## src/rtl/cc_pkg.sv

```systemverilog
package cc_pkg;
  // remap code that routes the internal reference clock to the capture input
  localparam logic [1:0] REMAP_REF = 2'b10;

  typedef enum logic {
    OC_PULSE  = 1'b0,
    OC_TOGGLE = 1'b1
  } oc_mode_e;
endpackage

```

## src/rtl/cc_input_sel.sv

```systemverilog
module cc_input_sel #(
  parameter int SYNC_STAGES = 2
) (
  input  logic       clk,
  input  logic       rst,
  input  logic [1:0] remap_i,
  input  logic       pin_i,
  input  logic       ref_i,
  output logic       rise_o
);
  localparam int TOP = SYNC_STAGES - 1;

  logic                   raw;
  logic [SYNC_STAGES-1:0] sync_q;
  logic                   last_q;

  always_comb raw = (remap_i == cc_pkg::REMAP_REF) ? ref_i : pin_i;

  for (genvar i = 0; i < SYNC_STAGES; i++) begin : g_sync
    if (i == 0) begin : g_first
      always_ff @(posedge clk) begin
        if (rst) sync_q[0] <= 1'b0;
        else     sync_q[0] <= raw;
      end
    end else begin : g_next
      always_ff @(posedge clk) begin
        if (rst) sync_q[i] <= 1'b0;
        else     sync_q[i] <= sync_q[i-1];
      end
    end
  end

  always_ff @(posedge clk) begin
    if (rst) last_q <= 1'b0;
    else     last_q <= sync_q[TOP];
  end

  always_comb rise_o = sync_q[TOP] & ~last_q;
endmodule

```

## src/rtl/cc_compare.sv

```systemverilog
module cc_compare #(
  parameter int W = 16
) (
  input  logic         clk,
  input  logic         rst,
  input  logic         out_mode_i,
  input  logic         preload_en_i,
  input  logic         toggle_i,
  input  logic         upd_i,
  input  logic         wr_en_i,
  input  logic [W-1:0] wr_data_i,
  input  logic [W-1:0] cnt_i,
  output logic [W-1:0] hold_o,
  output logic [W-1:0] act_o,
  output logic         oc_o
);
  logic [W-1:0] hold_q;
  logic [W-1:0] act_q;
  logic         oc_q;
  logic         match;

  // holding and active registers
  always_ff @(posedge clk) begin
    if (rst) begin
      hold_q <= '0;
      act_q  <= '0;
    end else if (out_mode_i) begin
      if (wr_en_i) hold_q <= wr_data_i;
      if (preload_en_i) begin
        if (upd_i) act_q <= hold_q;
      end else if (wr_en_i) begin
        act_q <= wr_data_i;
      end
    end
  end

  always_comb match = (cnt_i == act_q);

  always_ff @(posedge clk) begin
    if (rst || !out_mode_i) begin
      oc_q <= 1'b0;
    end else if (cc_pkg::oc_mode_e'(toggle_i) == cc_pkg::OC_TOGGLE) begin
      if (match) oc_q <= ~oc_q;
    end else begin
      oc_q <= match;
    end
  end

  assign hold_o = hold_q;
  assign act_o  = act_q;
  assign oc_o   = oc_q;
endmodule

```

## src/rtl/cc_capture.sv

```systemverilog
module cc_capture #(
  parameter int W = 16
) (
  input  logic         clk,
  input  logic         rst,
  input  logic         cap_mode_i,
  input  logic         rise_i,
  input  logic         rd_en_i,
  input  logic [W-1:0] cnt_i,
  output logic [W-1:0] cap_o,
  output logic         evt_o,
  output logic         flag_o,
  output logic         ovr_o
);
  logic [W-1:0] cap_q;
  logic         flag_q;
  logic         ovr_q;
  logic         evt;

  always_comb evt = cap_mode_i & rise_i;

  always_ff @(posedge clk) begin
    if (rst) cap_q <= '0;
    else if (evt) cap_q <= cnt_i;
  end

  always_ff @(posedge clk) begin
    if (rst) begin
      flag_q <= 1'b0;
      ovr_q  <= 1'b0;
    end else begin
      if (evt)          flag_q <= 1'b1;
      else if (rd_en_i) flag_q <= 1'b0;

      if (evt && flag_q && !rd_en_i) ovr_q <= 1'b1;
      else if (rd_en_i)              ovr_q <= 1'b0;
    end
  end

  assign cap_o  = cap_q;
  assign evt_o  = evt;
  assign flag_o = flag_q;
  assign ovr_o  = ovr_q;
endmodule

```

## src/rtl/cc_channel.sv

```systemverilog
module cc_channel #(
  parameter int W           = 16,
  parameter int SYNC_STAGES = 2
) (
  input  logic         clk,
  input  logic         rst,
  input  logic         cap_mode_i,
  input  logic         preload_en_i,
  input  logic         toggle_mode_i,
  input  logic [1:0]   remap_i,
  input  logic         pin_i,
  input  logic         ref_clk_i,
  input  logic [W-1:0] cnt_i,
  input  logic         upd_i,
  input  logic         wr_en_i,
  input  logic [W-1:0] wr_data_i,
  input  logic         rd_en_i,
  output logic [W-1:0] rd_data_o,
  output logic         oc_o,
  output logic         cap_flag_o,
  output logic         ovr_flag_o
);
  logic         rise_w;
  logic         cap_evt_w;
  logic [W-1:0] hold_w;
  logic [W-1:0] act_w;
  logic [W-1:0] cap_w;

  cc_input_sel #(.SYNC_STAGES(SYNC_STAGES)) u_sel (
    .clk     (clk),
    .rst     (rst),
    .remap_i (remap_i),
    .pin_i   (pin_i),
    .ref_i   (ref_clk_i),
    .rise_o  (rise_w)
  );

  cc_compare #(.W(W)) u_cmp (
    .clk          (clk),
    .rst          (rst),
    .out_mode_i   (~cap_mode_i),
    .preload_en_i (preload_en_i),
    .toggle_i     (toggle_mode_i),
    .upd_i        (upd_i),
    .wr_en_i      (wr_en_i),
    .wr_data_i    (wr_data_i),
    .cnt_i        (cnt_i),
    .hold_o       (hold_w),
    .act_o        (act_w),
    .oc_o         (oc_o)
  );

  cc_capture #(.W(W)) u_cap (
    .clk        (clk),
    .rst        (rst),
    .cap_mode_i (cap_mode_i),
    .rise_i     (rise_w),
    .rd_en_i    (rd_en_i),
    .cnt_i      (cnt_i),
    .cap_o      (cap_w),
    .evt_o      (cap_evt_w),
    .flag_o     (cap_flag_o),
    .ovr_o      (ovr_flag_o)
  );

  assign rd_data_o = cap_mode_i ? cap_w : hold_w;
endmodule

```

## config.mk

```make
export PLATFORM = sky130hd
export DESIGN_NAME = cc_channel
export DESIGN_NICKNAME = d
export VERILOG_FILES = /design/src/rtl/cc_pkg.sv /design/src/rtl/cc_input_sel.sv /design/src/rtl/cc_compare.sv /design/src/rtl/cc_capture.sv /design/src/rtl/cc_channel.sv
export SDC_FILE = /design/constraint.sdc
export NUM_CORES = 1
export LEC_CHECK = 0
export BUFFER_PORTS_ARGS = -buffer_cell sky130_fd_sc_hd__buf_2
export CAP_MARGIN = 10
export CORE_UTILIZATION = 59
export CTS_BUF_LIST = sky130_fd_sc_hd__clkbuf_8
export CTS_CLUSTER_SIZE = 24
export DETAILED_ROUTE_END_ITERATION = 10
export GPL_ROUTABILITY_DRIVEN = 0
export GPL_TIMING_DRIVEN = 1
export PLACE_DENSITY = 0.9
export SKIP_LAST_GASP = 1
export SYNTH_ARGS = -nofsm -noshare
export SYNTH_HDL_FRONTEND = slang
export SYNTH_SLANG_ARGS = --single-unit
```

## constraint.sdc

```tcl
create_clock -name clk -period 2.3 [get_ports clk]
set_input_delay 0.23 -clock clk [delete_from_list [all_inputs] [get_ports clk]]
set_output_delay 0.23 -clock clk [all_outputs]
set_load 0.005 [all_outputs]
```

==> impl_table.tex <==
\begin{tabular}{lr}
\hline
Metric & Value \\
\hline
\multicolumn{2}{l}{\textbf{Status}} \\
\quad Result of the run & finished clean \\
\multicolumn{2}{l}{\textbf{Clock tree}} \\
\quad Total clock sinks & 54 \\
\quad Post-CTS setup-driven buffer insertion count & 0 \\
\quad TritonCTS clock tree & built \\
\quad Clock tree root driver cell & sky130\_fd\_sc\_hd\_\_clkbuf\_8 \\
\quad Hold buffer count at cts & 0 \\
\quad Later-pin clock latency in the skew report & 0.31 ns \\
\quad Clock slew at the register clock pins of the worst setup and hold paths & 0.09 ns \\
\quad CTS-repair resized insts & 0 \\
\quad Number of buffers on the longest clock path & 2 \\
\quad CTS H-tree lvls & 2 \\
\quad TritonCTS buffer count & 5 \\
\multicolumn{2}{l}{\textbf{Power}} \\
\quad Peak ir drop on the vdd network & 618 uV \\
\quad Switching power total & 0.483 mW \\
\quad Internal power consumption & 1.45 mW \\
\quad Register share of total power & 0.521 \\
\quad Combinational cell fraction of total power & 0.141 \\
\quad Static leakage power & 1.26 nW \\
\quad Net switching fraction of the power & 0.250 \\
\quad Clock Power Share & 0.338 \\
\quad Overall power after layout & 1.93 mW \\
\quad Total power density per cell area & 661 nW/um2 \\
\multicolumn{2}{l}{\textbf{Timing}} \\
\quad Peak clock frequency supported by timing & 0.702 GHz \\
\quad Worst slew pin tran & 0.686 ns \\
\quad Count of endpoints failing setup in the final report & 0 \\
\quad Setup TNS after final layout & 0 ns \\
\quad RSZ-0062 raised after global routing & false \\
\quad Post-route clock skew & 0.00847 ns \\
\quad Number of max-slew violations in the final report & 0 \\
\quad Final Cycle Share & 0.619 \\
\quad Worst relative slew slack & 0.542 \\
\quad Fin crit period & 1.42 ns \\
\quad Number of failing hold endpoints at the final stage & 0 \\
\multicolumn{2}{l}{\textbf{Layout}} \\
\quad Most frequent standard cell in the layout excluding fill and tap cells & sky130\_fd\_sc\_hd\_\_nand2\_1 \\
\quad Number of nets in the finished design & 373 \\
\quad Top library cells by usage in the layout, fill and taps aside & sky130\_fd\_sc\_hd\_\_nand2\_1 (66), sky130\_fd\_sc\_hd\_\_buf\_2 (62), sky130\_fd\_sc\_hd\_\_dfxtp\_1 (54) \\
\quad Share of final-layout standard cells stronger than drive strength 1 & 0.319 \\
\quad Number of inserted diodes & 0 \\
\quad Relative area change from synthesis to final layout & 17.6\% \\
\multicolumn{2}{l}{\textbf{Yosys}} \\
\quad Netlist Area Pre-Place & 2480 um2 \\
\quad Number of enable flip-flop cells after synthesis & 0 \\
\quad Share of the synthesized netlist area taken by xor and xnor gates & 0.0564 \\
\quad Fraction of synthesis flops using an asynchronous set or reset pin & 0 \\
\quad Number of distinct standard cells referenced by the synthesized netlist & 22 \\
\quad Sequential share of the synthesized area & 0.435 \\
\quad Post-Syn Area per Cell & 9.03 um2 \\
\quad Post-Synth Simple-Gate Area & 0.170 \\
\quad Count of synthesis-stage warnings from yosys & 0 \\
\quad Multiplexer area fraction after synthesis & 0.149 \\
\quad Combinational family with the most area after synthesis & simple AND/OR/NAND/NOR gates \\
\quad Number of synthesized register bits & 54 \\
\quad Compound-cell area share of the yosys netlist & 0.145 \\
\quad Synthesized netlist cell count & 275 \\
\quad Adder and majority gate portion of the synthesized area & 0 \\
\quad Synthesized net count & 319 \\
\quad Predominant post-synthesis flop cell & sky130\_fd\_sc\_hd\_\_dfxtp\_1 \\
\multicolumn{2}{l}{\textbf{GRT}} \\
\quad Global-route usage over all layers & 0.278 \\
\quad Via count of the first global-routing pass & 2014 \\
\quad Global routing met3 resource utilization & 0.0428 \\
\quad Met1 Resource Use GR & 0.345 \\
\quad Wire length of the first global-routing pass & 9160 um \\
\quad Layer with the highest usage & met2 \\
\quad Routing usage on met2 & 0.468 \\
\quad Gr ovfl total & 0 \\
\quad Largest net degree at the start of global routing & 37 \\
\quad Number of antenna violations at the first check in global routing & 0 \\
\multicolumn{2}{l}{\textbf{Critical path}} \\
\quad Data arrival time of the worst path & 1.19 ns \\
\quad WP data required & 2.07 ns \\
\quad Cell at the slowest stage of the critical path & sky130\_fd\_sc\_hd\_\_buf\_2 \\
\quad CP most frequent cell & sky130\_fd\_sc\_hd\_\_buf\_2 \\
\quad Ordered cell list for the critical path & buf\_2 > mux2\_2 > buf\_2 \\
\quad Dominant delay contributor by cell family on the critical path & buffers and inverters \\
\quad Slowest stage delay, CP & 0.42 ns \\
\quad Maximum net fanout on the critical path & 22 \\
\quad WP buf/inv & 2 \\
\quad Element type at the critical path start & input pin \\
\quad Category of the most critical setup path & in2out \\
\quad CP Capture Type & primary output \\
\multicolumn{2}{l}{\textbf{Place}} \\
\quad I/O Buffers & 62 \\
\quad Dpl hpwl & 3980 um \\
\multicolumn{2}{l}{\textbf{Die}} \\
\quad Initial core utilization & 0.616 \\
\quad Top-Level Pins & 63 \\
\quad Die Outline Area & 4470 um2 \\
\quad Overall die width & 66.9 um \\
\quad Area of the core region & 4030 um2 \\
\quad Die boundary height & 66.9 um \\
\quad Standard-cell rows & 23 \\
\multicolumn{2}{l}{\textbf{Detailed routing}} \\
\quad Vias after detailed routing & 2090 \\
\quad Total routed wirelength & 5850 um \\
\quad Starting DRT DRC Count & 138 \\
\quad Routed WL per cell & 15.4 um \\
\quad Vias per cell & 5.51 \\
\quad DRT Pass-1 Iters & 4 \\
\quad Residual DRC count & 0 \\
\quad Remaining antenna violation count & 0 \\
\multicolumn{2}{l}{\textbf{Flow run}} \\
\quad Max-cap viol count & 0 \\
\multicolumn{2}{l}{\textbf{Worst hold path}} \\
\quad HP Class & in2reg \\
\hline
\end{tabular}
## stage by stage
stage / std cells / utilization / setup WS (ns) / hold WS (ns) / area [um2]
floorplan: 275 / - / 1.11 / 0.309 / 2480
global placement: 372 / 0.697 / 0.637 / 0.408 / 2810
detailed placement: 372 / 0.697 / 0.559 / 0.419 / 2810
CTS: 379 / 0.725 / 0.851 / 0.0898 / 2920
global route: 379 / 0.725 / 0.775 / 0.0950 / 2920
finish: 379 / 0.725 / 0.875 / 0.0895 / 2920
## final timing paths
path | startpoint | end | slack (ns) | cells past startpoint
max reg2reg | u_sel.sync_q[1] | u_cap.ovr_o | 0.91 | 3
min | rd_en_i | u_cap.ovr_o | 0.09 | 2
max | cap_mode_i | rd_data_o[15] | 0.88 | 3
min reg2reg | u_cap.cap_o[10] | u_cap.cap_o[10] | 0.46 | 2
## cell type report
type | count | area (um2)
Clock buffer | 6 | 82.6
Clock inverter | 1 | 30.0
Fill cell | 309 | 1110
Multi-Input combinational cell | 201 | 1290
Sequential cell | 54 | 1080
Tap cell | 50 | 62.6
Timing Repair Buffer | 67 | 373
## Yosys cell counts (4+ instances only)
library cell               count  share of area
sky130_fd_sc_hd__nand2_1      66           0.10
sky130_fd_sc_hd__nor4_1        4          0.010
sky130_fd_sc_hd__xor2_1       16          0.056
sky130_fd_sc_hd__dfxtp_1      54           0.44
sky130_fd_sc_hd__buf_2         7          0.014
sky130_fd_sc_hd__mux2i_1      19          0.077
sky130_fd_sc_hd__a211oi_2     14          0.071
sky130_fd_sc_hd__a21oi_1      34          0.069
sky130_fd_sc_hd__clkbuf_1      8          0.012
sky130_fd_sc_hd__mux2_2       16          0.073
sky130_fd_sc_hd__nor2b_1       4          0.010
sky130_fd_sc_hd__nor2_1       18          0.027
## registers in the layout, summed over array words and instances (netlist names)
signal	cells
u_cap.cap_o	16
u_cmp.act_o	16
u_cmp.hold_o	16
u_sel.sync_q	2
u_cap.flag_o	1
u_cap.ovr_o	1
u_cmp.oc_o	1
u_sel.last_q	1
## cell families (layout without fill, tap and decap cells)
kind of cell / Yosys count / after routing
AND/OR/NAND/NOR: 100 / 100
AO/OA/AOI/OAI: 50 / 50
XOR/XNOR: 16 / 16
flip-flops: 54 / 54
multiplexers: 35 / 35
buffers and inverters: 20 / 74
## worst register-to-register path: stages (launching register included)
cell	delay [ns]
sky130_fd_sc_hd__dfxtp_1	0.39
sky130_fd_sc_hd__and3b_1	0.62
sky130_fd_sc_hd__a21oi_1	0.17
sky130_fd_sc_hd__nor3_1	0.14
## metal layers
layer,share of wire,wire length (um)
met1,0.45,2650
met2,0.48,2820
met3,0.048,280
met4,0.017,99
met5,0,0
## power groups by stage
| stage | registers [mW] | clock network (mW) | logic [mW] |
|---|---|---|---|
| floorplan | 1.02 | 0 | 0.179 |
| global placement | 1.02 | 0 | 0.262 |
| detailed placement | 1.03 | 0 | 0.269 |
| CTS | 1.01 | 0.652 | 0.272 |
| global route | 1.01 | 0.686 | 0.296 |
| finish | 1.01 | 0.654 | 0.272 |
No activity file was read; power rests on OpenSTA's default activity.
